<file path="config.mk">
export PLATFORM = sky130hd
export DESIGN_NAME = baseline_trig
export DESIGN_NICKNAME = d
export VERILOG_FILES = /design/src/rtl/baseline_trig_pkg.sv /design/src/rtl/baseline_ema.sv /design/src/rtl/noise_est.sv /design/src/rtl/trig_ctrl.sv /design/src/rtl/baseline_trig.sv
export SDC_FILE = /design/constraint.sdc
export NUM_CORES = 1
export LEC_CHECK = 0
export BUFFER_PORTS_ARGS = -buffer_cell sky130_fd_sc_hd__buf_2
export CAP_MARGIN = 20
export CELL_PAD_IN_SITES_DETAIL_PLACEMENT = 1
export CELL_PAD_IN_SITES_GLOBAL_PLACEMENT = 1
export CORE_UTILIZATION = 40
export DETAILED_ROUTE_END_ITERATION = 8
export PLACE_DENSITY = 0.68
export REMOVE_ABC_BUFFERS = 1
export SYNTH_ARGS = -nofsm -noshare
export SYNTH_HDL_FRONTEND = slang
export SYNTH_SLANG_ARGS = --single-unit
</file>
<file path="constraint.sdc">
create_clock -name clk -period 7.1 [get_ports clk]
set_clock_uncertainty 0.1 [all_clocks]
set_input_delay 1.42 -clock clk [delete_from_list [all_inputs] [get_ports clk]]
set_output_delay 1.42 -clock clk [all_outputs]
set_load 0.005 [all_outputs]
</file>
<file path="src/rtl/baseline_trig_pkg.sv">
package baseline_trig_pkg;

   function automatic int imax(input int a, input int b);
      return (a > b) ? a : b;
   endfunction

   function automatic int cnt_width(input int limit);
      return (limit < 2) ? 1 : $clog2(limit + 1);
   endfunction

endpackage

</file>
<file path="src/rtl/baseline_ema.sv">
module baseline_ema #(
   parameter int SAMPLE_W        = 12,
   parameter int EMA_SHIFT       = 6,
   parameter bit INIT_FROM_FIRST = 1'b1
) (
   input  logic                clk,
   input  logic                rst_n,
   input  logic                load,
   input  logic                upd,
   input  logic [SAMPLE_W-1:0] sample,
   output logic [SAMPLE_W-1:0] baseline
);
   localparam int ACC_W = SAMPLE_W + EMA_SHIFT;

   logic [ACC_W-1:0] acc_q;
   logic [ACC_W-1:0] acc_step;
   logic [ACC_W-1:0] acc_seed;

   // leaky integrator: acc keeps baseline scaled by 2^EMA_SHIFT
   assign acc_step = acc_q - (acc_q >> EMA_SHIFT) + ACC_W'(sample);

   generate
      if (INIT_FROM_FIRST) begin : g_seed_first
         assign acc_seed = {sample, {EMA_SHIFT{1'b0}}};
      end else begin : g_seed_zero
         assign acc_seed = acc_step;
      end
   endgenerate

   always_ff @(posedge clk or negedge rst_n) begin
      if (!rst_n) begin
         acc_q <= '0;
      end else if (load) begin
         acc_q <= acc_seed;
      end else if (upd) begin
         acc_q <= acc_step;
      end
   end

   assign baseline = acc_q[ACC_W-1:EMA_SHIFT];

endmodule

</file>
<file path="src/rtl/noise_est.sv">
module noise_est #(
   parameter int SAMPLE_W      = 12,
   parameter int EMA_SHIFT     = 6,
   parameter int THR_MULT_LOG2 = 2,
   localparam int THR_W        = SAMPLE_W + THR_MULT_LOG2
) (
   input  logic                       clk,
   input  logic                       rst_n,
   input  logic                       upd,
   input  logic signed [SAMPLE_W:0]   corr,
   output logic [THR_W-1:0]           thr
);
   localparam int ACC_W = SAMPLE_W + EMA_SHIFT;

   logic [SAMPLE_W:0] mag;
   logic [ACC_W-1:0]  dev_q;
   logic [ACC_W-1:0]  dev_step;

   assign mag      = corr[SAMPLE_W] ? $unsigned(-corr) : $unsigned(corr);
   assign dev_step = dev_q - (dev_q >> EMA_SHIFT) + ACC_W'(mag);

   always_ff @(posedge clk or negedge rst_n) begin
      if (!rst_n) begin
         dev_q <= '0;
      end else if (upd) begin
         dev_q <= dev_step;
      end
   end

   // scale mean deviation by 2^THR_MULT_LOG2 and drop the fraction bits
   generate
      if (THR_MULT_LOG2 < EMA_SHIFT) begin : g_thr_down
         assign thr = dev_q[ACC_W-1:EMA_SHIFT-THR_MULT_LOG2];
      end else if (THR_MULT_LOG2 == EMA_SHIFT) begin : g_thr_same
         assign thr = dev_q;
      end else begin : g_thr_up
         assign thr = {dev_q, {(THR_MULT_LOG2-EMA_SHIFT){1'b0}}};
      end
   endgenerate

endmodule

</file>
<file path="src/rtl/trig_ctrl.sv">
module trig_ctrl
   import baseline_trig_pkg::*;
#(
   parameter int SETTLE_LEN = 256,
   parameter int HOLD_W     = 8
) (
   input  logic              clk,
   input  logic              rst_n,
   input  logic              above,
   input  logic [HOLD_W-1:0] holdoff_len,
   output logic              load,
   output logic              upd,
   output logic              fire
);
   localparam int CNT_W = cnt_width(SETTLE_LEN);

   logic              primed_q;
   logic              prev_q;
   logic [HOLD_W-1:0] hold_q;
   logic              settling;
   logic              hold_idle;

   generate
      if (SETTLE_LEN > 0) begin : g_settle
         logic [CNT_W-1:0] settle_q;
         assign settling = (settle_q < CNT_W'(SETTLE_LEN));
         always_ff @(posedge clk or negedge rst_n) begin
            if (!rst_n) begin
               settle_q <= '0;
            end else if (settling) begin
               settle_q <= settle_q + 1'b1;
            end
         end
      end else begin : g_no_settle
         assign settling = 1'b0;
      end
   endgenerate

   assign hold_idle = (hold_q == '0);
   assign load      = !primed_q;
   assign fire      = !settling && hold_idle && above && prev_q;
   assign upd       = primed_q && (settling || (!above && hold_idle));

   always_ff @(posedge clk or negedge rst_n) begin
      if (!rst_n) begin
         primed_q <= 1'b0;
         prev_q   <= 1'b0;
         hold_q   <= '0;
      end else begin
         primed_q <= 1'b1;
         prev_q   <= above;
         if (fire) begin
            hold_q <= holdoff_len;
         end else if (!hold_idle) begin
            hold_q <= hold_q - 1'b1;
         end
      end
   end

endmodule

</file>
<file path="src/rtl/baseline_trig.sv">
module baseline_trig
   import baseline_trig_pkg::*;
#(
   parameter int SAMPLE_W      = 12,
   parameter int EMA_SHIFT     = 6,
   parameter int THR_MULT_LOG2 = 2,
   parameter int MARGIN_W      = 8,
   parameter int HOLD_W        = 8,
   parameter int SETTLE_LEN    = 256
) (
   input  logic                       clk,
   input  logic                       rst_n,
   input  logic [SAMPLE_W-1:0]        adc_sample,
   input  logic [MARGIN_W-1:0]        margin,
   input  logic [HOLD_W-1:0]          holdoff_len,
   output logic signed [SAMPLE_W:0]   corr_sample,
   output logic                       detect
);
   localparam int THR_W     = SAMPLE_W + THR_MULT_LOG2;
   localparam int THR_EFF_W = imax(THR_W, MARGIN_W) + 1;
   localparam int CMP_W     = imax(SAMPLE_W, THR_EFF_W);

   generate
      if (SAMPLE_W < 2)       begin : g_bad_sw  $error("SAMPLE_W must be at least 2");  end
      if (EMA_SHIFT < 1)      begin : g_bad_ema $error("EMA_SHIFT must be at least 1"); end
      if (THR_MULT_LOG2 < 0)  begin : g_bad_tm  $error("THR_MULT_LOG2 must not be negative"); end
      if (MARGIN_W < 1)       begin : g_bad_mw  $error("MARGIN_W must be at least 1");  end
      if (HOLD_W < 1)         begin : g_bad_hw  $error("HOLD_W must be at least 1");    end
      if (SETTLE_LEN < 0)     begin : g_bad_st  $error("SETTLE_LEN must not be negative"); end
   endgenerate

   logic [SAMPLE_W-1:0]      baseline;
   logic [THR_W-1:0]         thr;
   logic [THR_EFF_W-1:0]     thr_eff;
   logic signed [SAMPLE_W:0] corr_w;
   logic [CMP_W-1:0]         corr_mag;
   logic                     above;
   logic                     load;
   logic                     upd;
   logic                     fire;

   assign corr_w   = $signed({1'b0, adc_sample}) - $signed({1'b0, baseline});
   assign thr_eff  = THR_EFF_W'(thr) + THR_EFF_W'(margin);
   assign corr_mag = CMP_W'(corr_w[SAMPLE_W-1:0]);
   assign above    = !corr_w[SAMPLE_W] && (corr_mag > CMP_W'(thr_eff));

   baseline_ema #(
      .SAMPLE_W       (SAMPLE_W),
      .EMA_SHIFT      (EMA_SHIFT),
      .INIT_FROM_FIRST(1'b1)
   ) u_level (
      .clk     (clk),
      .rst_n   (rst_n),
      .load    (load),
      .upd     (upd),
      .sample  (adc_sample),
      .baseline(baseline)
   );

   noise_est #(
      .SAMPLE_W     (SAMPLE_W),
      .EMA_SHIFT    (EMA_SHIFT),
      .THR_MULT_LOG2(THR_MULT_LOG2)
   ) u_noise (
      .clk  (clk),
      .rst_n(rst_n),
      .upd  (upd),
      .corr (corr_w),
      .thr  (thr)
   );

   trig_ctrl #(
      .SETTLE_LEN(SETTLE_LEN),
      .HOLD_W    (HOLD_W)
   ) u_ctrl (
      .clk        (clk),
      .rst_n      (rst_n),
      .above      (above),
      .holdoff_len(holdoff_len),
      .load       (load),
      .upd        (upd),
      .fire       (fire)
   );

   always_ff @(posedge clk or negedge rst_n) begin
      if (!rst_n) begin
         corr_sample <= '0;
         detect      <= 1'b0;
      end else begin
         corr_sample <= corr_w;
         detect      <= fire;
      end
   end

endmodule

</file>
## Word level (Yosys, flattened, before mapping)

Cells that the tools add are included.

| storage, ports and cells | value |
|---|---|
| flip-flop bits (word level) | 69 |
| output and inout bits | 14 |

| operators by class | value |
|---|---|
| equal/unequal tests | 2 |
| order comparisons | 2 |
| add/subtract/negate cells | 9 |
| reductions and logical operators | 11 |
| mux-type cells | 5 |

Operators by type and width:

| cell | count |
|---|---|
| $mux 18 | 2 |
| $sub 18x12->18 | 2 |
| $add 18x12->18 | 1 |
| $add 18x13->18 | 1 |
| $mux 8 | 2 |
| $add 14x8->15 | 1 |
| $gt 12x15->1 | 1 |
| $mux 13 | 1 |
| $neg 13->13 | 1 |
| $sub 12x12->13 | 1 |
| $add 9x1->9 const B | 1 |
| $lt 9x9->1 const B | 1 |
| $logic_not 8->1 | 1 |
| $sub 8x1->8 const B | 1 |
| $logic_and 1x1->1 | 6 |
| $logic_not 1->1 | 3 |
| $ne 2x1->1 const B | 1 |
| $ne 2x2->1 const B | 1 |
| $logic_or 1x1->1 | 1 |

## Logic depth before layout (Yosys ltp)

Gate-level depths: netlist of run 1.

| logic depth | value |
|---|---|
| depth in word-level cells | 9 |
| depth in mapped cells | 22 |
| mapped depth without buffers | 22 |

## Cells and area by module

Synthesis of run 1 repeated with hierarchy kept, for this count alone.

| second synthesis, totals | value |
|---|---|
| cell total of the unflattened synthesis | 811 |
| area total of the unflattened synthesis | 7,031.7 sq um |

Modules (own cells, without submodules):

| module | times used | cells each | area an instance (sq um) |
|---|---|---|---|
| baseline_ema | 1 | 277 | 2,245.9 |
| noise_est | 1 | 264 | 2,229.6 |
| baseline_trig | 1 | 180 | 1,591.5 |
| trig_ctrl | 1 | 90 | 964.7 |

## Worst setup path after synthesis of run 1

Ideal clock, no wire load.

| timing path | value |
|---|---|
| kind | in2reg |
| from | input adc_sample[0] |
| to | register u_noise.dev_q[16] |
| cell stages on the path | 20 |
| path slack | 1,031 ps |
| arrival | 5,849 ps |
| data required time | 6,880 ps |
| library setup time | 120 ps |
| cell sequence | inv_1 ha_1 inv_1 fa_1 a21o_1 a21oi_1 xnor2_1 or3_1 or3_1 or4_1 or4b_1 ha_1 inv_1 ha_1 a21oi_1 nor2b_1 o21ai_0 a31oi_1 or3_1 a31o_2 |

| between the ends | value |
|---|---|
| longest elaborated chain between the ends | 7 |
| elaborated cells on any way between the ends | 11 |

RTL lines:

| item | RTL line | source |
|---|---|---|
| start: declaration | baseline_trig.sv:13 | `input logic [SAMPLE_W-1:0] adc_sample,` |
| $sub 12x12->13 * | baseline_trig.sv:42 | `assign corr_w = $signed({1'b0, adc_sample}) - $signed({1'b0, baseline});` |
| named net corr_w[4] | baseline_trig.sv:35 | `logic signed [SAMPLE_W:0] corr_w;` |
| branches (longest 6 deep; another with $add 18x13->18) | -- |  |
| end signal: assignment | noise_est.sv:26 | `dev_q <= dev_step;` |
| end: declaration | noise_est.sv:16 | `logic [ACC_W-1:0] dev_q;` |

Mark *: on every way through the listed nets, which the timed path passes.
A chain may end at the register's enable or synchronous reset.

## Worst setup path in the final report of run 1

Ends and elaborated chain as after synthesis.

==> summary.md, run 1 <==
| Metric | Value |
|---|---|
| Clock Sinks | 69 |
| Remaining DRCs | 0 |
| Startpoint Class | input pin |
| Num CTS Buffers | 9 |
| Largest area contributor in the netlist | dfrtp_1 |
| Hold Vio Cnt, Final | 0 |
| Detailed Routing Iterations Pass 1 | 4 |
| Total gr overflow | 0 |
| Antenna violations before repair | 0 |
| Worst path slowest cell | or4_1 |
| # IOs | 44 |
| Post-Route WL | 18.4 mm |
| Most frequent cell after synthesis | inv_1 |
| Grt met3 use | 2.64% |
| Post-synthesis cell type count | 62 |
| CP max FO | 5 |
| Routed Antenna Nets | 0 |
| Cts repair resizes | 0 |
| Worst Path Arrival | 6.41 ns |
| Root buf cell | clkbuf_16 |
| Setup bufs post-CTS | 0 |
| Die ar. | 16,800 sq um |
| Worst path cell trace | buf_2 -> inv_1 -> ha_1 -> inv_1 -> fa_1 -> a21o_1 -> a22oi_1 -> and2b_1 -> xnor2_1 -> or4_1 -> or4_1 -> nand2_1 -> xor2_1 -> fa_1 -> inv_1 -> ha_1 -> a21o_1 -> a21o_1 -> o21ai_0 -> a31oi_1 -> or3_1 -> a31o_2 |
| Filler cells | 1,928 |
| Met1 Use GR | 31.2% |
| Chip width | 130 microns |
| Fraction of registers with async set/reset | 100% |
| Initial detailed-routing violation count | 260 |
| Initial Util | 41.0% |
| Max-slew headroom | 34.9% |
| Share of layout cells above drive strength 1 | 10.4% |
| Net count, final | 934 |
| Outcome | completed |
| Highest clock rate | 0.160 GHz |
| CP Buf/Inv Count | 4 |
| H-tree lvl count | 3 |
| Synth Flop Type | dfrtp_1 |
| Worst-skew pair later-pin latency | 0.35 ns |
| PortBufs | 43 |
| #FFs+latches synth | 69 |
| First-pass GRT wire length | 30.3 mm |
| Area Growth Syn to Fin | 12.2% |
| RSZ-0062 raised after global routing | false |
| Class of the most critical setup path | input pin to register |
| CP Data Required Time | 7.24 ns |
| Post-Synthesis Cells | 753 |
| Sequential share of the synthesized area | 26.5% |
| Vias | 5,546 |
| Hold crit path type | register to register |
| Total GRT Usage | 23.6% |
| Hpwl dp | 14.8 mm |
| Post-synth EDFFs | 0 |
| Vias in the first global route | 5,930 |
| Final min period | 6.27 ns |
| Post-synth top area share | 26.5% |
| Clock Pin Slew Worst Setup and Hold Paths | 0.06 ns |
| Commonest cells in the netlist | inv_1 (109), ha_1 (76), dfrtp_1 (69) |
| Hold slack | 0.371 ns |
| Synth area leaders | dfrtp_1 (26%), ha_1 (15%), fa_1 (8.0%) |
| RePlAce Congestion | 0.845 |
| Synth Warn # | 0 |
| Cts hold-fix bufs | 0 |
| Period utilization | 88.3% |
| Setup TNS | 0 ns |
| Avg Cell Area, Syn | 8.66 sq um |
| Crit path largest cell delay | 0.53 ns |
| GRT busiest layer | met2 |
| Mapped Area | 6520 sq um |
| Clock Path Buffers | 2 |
| Worst setup EP type | register |
| Antenna Cells | 0 |
| GR Util met2 | 40.3% |
| CP delay by family, top | simple AND/OR/NAND/NOR gates |
| Maximum number of pins on one net before global-route repair | 70 |
| Max-cap viol count | 0 |
| Endpoints failing setup | 0 |
| Slew @ Worst Pin | 0.977 ns |
| CTS tree | yes |
| Die Y | 130 microns |
| Cell Rows | 46 |
| R2R Setup Slk | 1.62 ns |
| Total core area | 15,900 sq um |
| Routed wire per std cell | 18.0 microns |
| Vias/cell | 5.42 |
| Slew Limit Fails | 0 |
-- final timing paths --
path	cells after the start	from	end
min reg2reg	1	u_ctrl.g_settle.settle_q[5]	u_ctrl.g_settle.settle_q[5]
max reg2reg	20	u_level.acc_q[6]	u_noise.dev_q[16]
max in group asynchronous	1	rst_n	u_level.acc_q[15]
min in group asynchronous	1	rst_n	u_noise.dev_q[7]
max	22	adc_sample[0]	u_noise.dev_q[16]
min	1	u_ctrl.g_settle.settle_q[5]	u_ctrl.g_settle.settle_q[5]
-- cell type report --
type                    instances  area [sq um]  share of cell area [%]
repair buffers                 49           263                    3.59
well taps                     216           270                    3.69
inverters                     110           413                    5.64
clock buffers                   9           225                    3.08
clock inverters                 7          80.1                    1.09
flip-flops and latches         69          1730                    23.6
multi-input cells             563          4340                    59.3
-- metrics by stage --
step,area [sq um],std cells,util (%),worst slack (ns)
2_1_floorplan,6480,742,-,1.03
3_3_place_gp,7010,1007,44.1,0.609
3_5_place_dp,7010,1007,44.1,0.479
4_1_cts,7320,1023,46.1,0.824
5_1_grt,7320,1023,46.1,0.454
6_report,7320,1023,46.1,0.833
-- cells by family (layout without fill, tap and decap cells) --
| group | Yosys count | count (layout) | share of synthesized area [%] |
|---|---|---|---|
| other cells | 1 | 1 | 0.0575 |
| xor+xnor | 62 | 62 | 8.33 |
| compound gates | 188 | 188 | 18.6 |
| flops | 69 | 69 | 26.5 |
| mux | 11 | 11 | 1.80 |
| fa+ha+maj | 102 | 102 | 22.6 |
| simple gates | 199 | 199 | 15.2 |
| buf+inv | 121 | 175 | 7.00 |
-- cells in the final DEF, fill, tap and decap left out, types with 5 or more instances in the layout --
| cell | netlist | final |
|---|---|---|
| a211oi_1 | 11 | 11 |
| a21o_1 | 20 | 20 |
| a21oi_1 | 44 | 43 |
| a31oi_1 | 17 | 17 |
| and2_1 | 5 | 5 |
| buf_2 | 2 | 42 |
| buf_4 | 0 | 7 |
| clkbuf_16 | 0 | 9 |
| dfrtp_1 | 69 | 69 |
| fa_1 | 26 | 26 |
| ha_1 | 76 | 76 |
| inv_1 | 109 | 109 |
| mux2_2 | 6 | 6 |
| mux2i_1 | 5 | 5 |
| nand2_1 | 62 | 62 |
| nand2b_1 | 8 | 8 |
| nand3_1 | 12 | 12 |
| nand4_1 | 9 | 9 |
| nor2_1 | 40 | 40 |
| nor2b_1 | 10 | 10 |
| nor3_1 | 15 | 15 |
| o211ai_1 | 9 | 9 |
| o21a_1 | 9 | 9 |
| o21ai_0 | 40 | 40 |
| or2_2 | 6 | 6 |
| or3_1 | 10 | 10 |
| or4_1 | 5 | 5 |
| xnor2_1 | 40 | 40 |
| xor2_1 | 22 | 22 |
-- layer usage --
layer / wire (microns) / vias up
li1: - / 2703
met1: 8620 / 2747
met2: 8990 / 75
met3: 513 / 21
met4: 286 / 0
met5: 0 / -
-- registers in the layout (all words and copies together) (netlist names) --
signal and flops:
u_level.acc_q 18, u_noise.dev_q 18, corr_sample 13, u_ctrl.g_settle.settle_q 9
u_ctrl.hold_q 8, detect 1, u_ctrl.prev_q 1, u_ctrl.primed_q 1
-- worst reg2reg max path, cell delays in order (launching register included) --
cell	delay [ns]
dfrtp_1	0.43
ha_1	0.22
inv_1	0.06
fa_1	0.40
a21o_1	0.19
a22oi_1	0.25
and2b_1	0.18
xnor2_1	0.14
or4_1	0.46
or4_1	0.53
nand2_1	0.11
xor2_1	0.08
fa_1	0.51
inv_1	0.04
ha_1	0.37
a21o_1	0.21
a21o_1	0.18
o21ai_0	0.24
a31oi_1	0.14
or3_1	0.33
a31o_2	0.23
Power of run 1 is left out: the tool's default activity adds up to more than one toggle a clock period on the data nets, which glitch-free logic cannot reach.
==> run 2: changes to the inputs <==
CORE_ASPECT_RATIO = 0.7   (was unset)
==> run 2 against run 1 <==
  * Core utilization is 0.26 points higher
  * Cell area is 0.67% lower
  * Die area is essentially flat
  * Via count increased by 2.3%
  * Count of clock-buffer cells in the layout did not move
  * Worst setup slack worse by 0.27 ns
  * Routed wire length increased by 4.4%
  * Global-route usage increased by 0.63 points
==> summary.md, run 2 (same netlist as run 1, synthesis figures left out) <==
| Metric | Value |
|---|---|
| Outcome | completed |
| Antenna violations before repair | 0 |
| Routed wire per std cell | 19.1 microns |
| Hold crit path type | register to register |
| Total GRT Usage | 24.3% |
| Sequential Area | 1730 sq um |
| Antenna Cells | 0 |
| Num CTS Buffers | 9 |
| Endpoints failing setup | 0 |
| FF-to-FF End | u_noise.dev_q[15] |
| Clock Pin Slew Worst Setup and Hold Paths | 0.06 ns |
| H-tree lvl count | 3 |
| PortBufs | 43 |
| Filler cells | 1,879 |
| Routed Antenna Nets | 0 |
| Initial detailed-routing violation count | 273 |
| Worst Path Arrival | 6.65 ns |
| RePlAce Congestion | 0.840 |
| Cts repair resizes | 0 |
| Total core area | 15,700 sq um |
| Clock Sinks | 69 |
| CP Data Required Time | 7.21 ns |
| Worst-skew pair later-pin latency | 0.34 ns |
| Most common cell after layout, fill and taps aside | inv_1 |
| Die Y | 109 microns |
| Detailed Routing Iterations Pass 1 | 4 |
| Slew Limit Fails | 0 |
| Most frequent cells in the layout | inv_1 (109), ha_1 (76), dfrtp_1 (69), nand2_1 (62), a21oi_1 (43) |
| Hold depth | 1 |
| R2R Setup Slk | 1.34 ns |
| Hold Vio Cnt, Final | 0 |
| Net count, final | 934 |
| Startpoint Class | input pin |
| Setup bufs post-CTS | 0 |
| Hpwl dp | 15.4 mm |
| Crit path largest cell delay | 0.57 ns |
| Slew @ Worst Pin | 0.967 ns |
| Cell Rows | 38 |
| FF-to-FF Start | u_level.acc_q[6] |
| Cts hold-fix bufs | 0 |
| Post-Route WL | 19.2 mm |
| # IOs | 44 |
| Worst path slowest cell | or4b_1 |
| Remaining DRCs | 0 |
| Max-slew headroom | 35.5% |
| Highest clock rate | 0.153 GHz |
| Die ar. | 16,800 sq um |
| Area of the multi-input gates | 4340 sq um |
| Root buf cell | clkbuf_16 |
| Largest registers | u_level.acc_q: 18 flops, u_noise.dev_q: 18 flops, corr_sample: 13 flops |
| First-pass GRT wire length | 31.5 mm |
| Vias in the first global route | 5,932 |
| Period utilization | 92.1% |
| Vias/cell | 5.64 |
| Hold_sp | u_ctrl.g_settle.settle_q[5] |
| Initial Util | 41.6% |
| Vias | 5,676 |
| Chip width | 155 microns |
| Area Growth Syn to Fin | 11.5% |
| Final min period | 6.54 ns |
| Maximum number of pins on one net before global-route repair | 70 |
| RSZ-0062 raised after global routing | false |
| Total gr overflow | 0 |
| CP max FO | 6 |
| Max-cap viol count | 0 |
| CTS tree | yes |
| Setup TNS | 0 ns |
| R2R cell count | 20 |
| Worst setup EP type | register |
| Clock Path Buffers | 2 |
| Share of layout cells above drive strength 1 | 10.4% |
| Class of the most critical setup path | input pin to register |
| Hold endpoint | u_ctrl.g_settle.settle_q[5] |
| Worst path cell trace | buf_2 -> inv_1 -> ha_1 -> inv_1 -> fa_1 -> a21o_1 -> a21oi_1 -> xnor2_1 -> or3_1 -> or3_1 -> or4_1 -> or4b_1 -> ha_1 -> inv_1 -> ha_1 -> a21oi_1 -> nor2b_1 -> o21ai_0 -> a21boi_0 -> and2_1 -> xnor2_1 -> mux2i_1 |
run 2: cell types whose count changed in the layout (fill, tap and decap cells not counted):
| cell | delta |
|---|---|
| inv_6 | -3 |
| clkinv_2 | +2 |
| clkinv_4 | +2 |
| bufinv_16 | -1 |
run 2: critical path: cells and delay by family:
family | cells | cell delay (ns)
AND/OR/NAND/NOR | 6 | 2.14
adder cells (fa/ha/maj) | 4 | 1.22
AO/OA/AOI/OAI | 5 | 1.16
XOR/XNOR | 2 | 0.34
buffers and inverters | 4 | 0.29
multiplexers | 1 | 0.10
run 2: cell type report:
cell class	count	area share [%]
sequential	69	23.8
clock inverter	7	0.706
inverter	110	5.68
clock buffer	9	3.10
tap	200	3.44
timing repair buffer	49	3.61
multi-input combinational	563	59.7
run 2: worst max-delay path by stage:
stage / from / endpoint / slack [ns] / cells past startpoint
detailed placement: adc_sample[0] / u_noise.dev_q[15] / 0.33 / 22
global placement: adc_sample[0] / u_noise.dev_q[16] / 0.57 / 21
finish: adc_sample[0] / u_noise.dev_q[15] / 0.56 / 22
CTS: adc_sample[0] / u_noise.dev_q[15] / 0.60 / 22
floorplan: adc_sample[0] / u_noise.dev_q[16] / 1.03 / 20
global route: adc_sample[0] / u_noise.dev_q[15] / 0.20 / 22
run 2: per-layer routing:
metal	global-route usage (%)	vias up	wire length, microns
li1	-	2711	-
met1	34.6	2848	9840
met2	38.6	95	8450
met3	3.86	22	701
met4	5.66	0	232
met5	0	-	0
run 2: stage by stage:
step           std cells  instance area (sq um)  utilization [%]  worst slack (ns)  hold WS, ns
6_report            1007                   7270             46.3             0.562        0.379
5_1_grt             1007                   7270             46.3             0.196        0.397
3_5_place_dp         991                   6990             44.6             0.331        0.363
4_1_cts             1007                   7270             46.3             0.601        0.382
2_1_floorplan        742                   6480                -              1.03        0.338
3_3_place_gp         991                   6990             44.6             0.572        0.355
Power of run 2 is left out for the same reason.
==> run 3: changes to the inputs <==
CAP_MARGIN = unset   (was 20)
CELL_PAD_IN_SITES_GLOBAL_PLACEMENT = 2   (was 1)
CORE_ASPECT_RATIO = unset   (was 0.7)
CORE_UTILIZATION = 39   (was 40)
PLACE_DENSITY = 0.8   (was 0.68)
==> run 3 against run 2 <==
  * Global-route usage down 1.1 points
  * Count of clock-buffer cells in the layout unchanged
  * Highest routed layer unchanged
  * First-iteration DRC count down 9.9%
  * Routed wire length down 2.2%
==> summary.md, run 3 (same netlist as run 1, synthesis figures left out) <==
| Metric | Value |
|---|---|
| Outcome | completed |
| Worst-skew pair later-pin latency | 0.35 ns |
| Antenna Cells | 0 |
| Highest clock rate | 0.159 GHz |
| Post-Route WL | 18.8 mm |
| Total core area | 16,100 sq um |
| Cts repair resizes | 0 |
| Cell Rows | 46 |
| Uppermost layer routed | met4 |
| Clock Path Buffers | 2 |
| PortBufs | 43 |
| Cts hold-fix bufs | 0 |
| Num CTS Buffers | 9 |
| Period utilization | 88.3% |
| Hold slack | 0.375 ns |
| Hpwl dp | 15.1 mm |
| Worst setup EP type | register |
| Routed Antenna Nets | 0 |
| CTS tree | yes |
| Worst Path Arrival | 6.40 ns |
| CP Data Required Time | 7.23 ns |
| RePlAce Congestion | 0.858 |
| H-tree lvl count | 3 |
| Dpl cell area | 7010 sq um |
| Most frequent cells in the layout | inv_1 (109), ha_1 (76), dfrtp_1 (69), nand2_1 (62), a21oi_1 (43) |
| Finished layout cell area | 7340 sq um |
| RSZ-0062 raised after global routing | false |
| Hold Vio Cnt, Final | 0 |
| Die ar. | 17,200 sq um |
| Share of layout cells above drive strength 1 | 10.4% |
| Antenna violations before repair | 0 |
| Endpoints failing setup | 0 |
| Met3 WL | 443 microns |
| Setup TNS | 0 ns |
| Initial detailed-routing violation count | 246 |
| Max-cap viol count | 0 |
| Met1 Wirelength | 8.80 mm |
| # IOs | 44 |
| Setup bufs post-CTS | 0 |
| Clock Pin Slew Worst Setup and Hold Paths | 0.06 ns |
| Remaining DRCs | 0 |
| R2R Setup Slk | 1.59 ns |
| Net count, final | 934 |
| Startpoint Class | input pin |
| Total gr overflow | 0 |
| Met2 wire len | 9.30 mm |
| Die Y | 131 microns |
| Slew Limit Fails | 0 |
| Class of the most critical setup path | input pin to register |
| Final min period | 6.27 ns |
| Detailed Routing Iterations Pass 1 | 4 |
| First-pass GRT wire length | 31.4 mm |
| Routed wire per std cell | 18.4 microns |
| Vias in the first global route | 6,032 |
| Chip width | 131 microns |
| Root buf cell | clkbuf_16 |
| Final Util | 45.6% |
| Slew @ Worst Pin | 0.978 ns |
| Area Growth Syn to Fin | 12.6% |
| Most common cell after layout, fill and taps aside | inv_1 |
| Hold crit path type | register to register |
| Initial Util | 40.5% |
| Clock Sinks | 69 |
| Vias/cell | 5.38 |
| Total GRT Usage | 23.1% |
| Max-slew headroom | 34.8% |
| Vias | 5,503 |
| Maximum number of pins on one net before global-route repair | 70 |
| CP max FO | 5 |
| Largest registers | u_level.acc_q: 18 flops, u_noise.dev_q: 18 flops, corr_sample: 13 flops |
run 3: path summary, 6_finish.rpt:
kind / start / end / depth (start not counted)
max: adc_sample[0] / u_noise.dev_q[16] / 22
min: u_ctrl.g_settle.settle_q[5] / u_ctrl.g_settle.settle_q[5] / 1
max reg2reg: u_level.acc_q[7] / u_level.acc_q[11] / 17
min reg2reg: u_ctrl.g_settle.settle_q[5] / u_ctrl.g_settle.settle_q[5] / 1
max in group asynchronous: rst_n / u_level.acc_q[7] / 1
min in group asynchronous: rst_n / u_noise.dev_q[4] / 1
run 3: area by class of cell:
cell class,count,area [sq um]
clock buffer,9,225
timing repair buffer,49,263
tap,216,270
multi-input combinational,563,4340
fill,1941,8770
sequential,69,1730
clock inverter,7,103
inverter,110,413
run 3: stage by stage:
step	std cells	setup WS, ns
6_report	1023	0.829
5_1_grt	1023	0.546
4_1_cts	1023	0.845
3_5_place_dp	1007	0.512
3_3_place_gp	1007	0.598
2_1_floorplan	742	1.03
run 3: metal layers:
layer	track usage [%]	up-vias
met5	0	-
met4	5.62	0
met3	3.40	18
met2	40.4	56
met1	29.9	2723
li1	-	2706
run 3: worst max-delay path: stages:
cell     delay [ns]
buf_2          0.12
inv_1          0.06
ha_1           0.17
inv_1          0.06
fa_1           0.40
a21o_1         0.19
a22oi_1        0.26
and2b_1        0.18
xnor2_1        0.14
or4_1          0.44
or4_1          0.51
nand2_1        0.10
xor2_1         0.08
fa_1           0.50
inv_1          0.04
ha_1           0.36
a21o_1         0.20
a21o_1         0.18
o21ai_0        0.27
a31oi_1        0.16
or3_1          0.33
a31o_2         0.23
Power of run 3 is left out for the same reason.
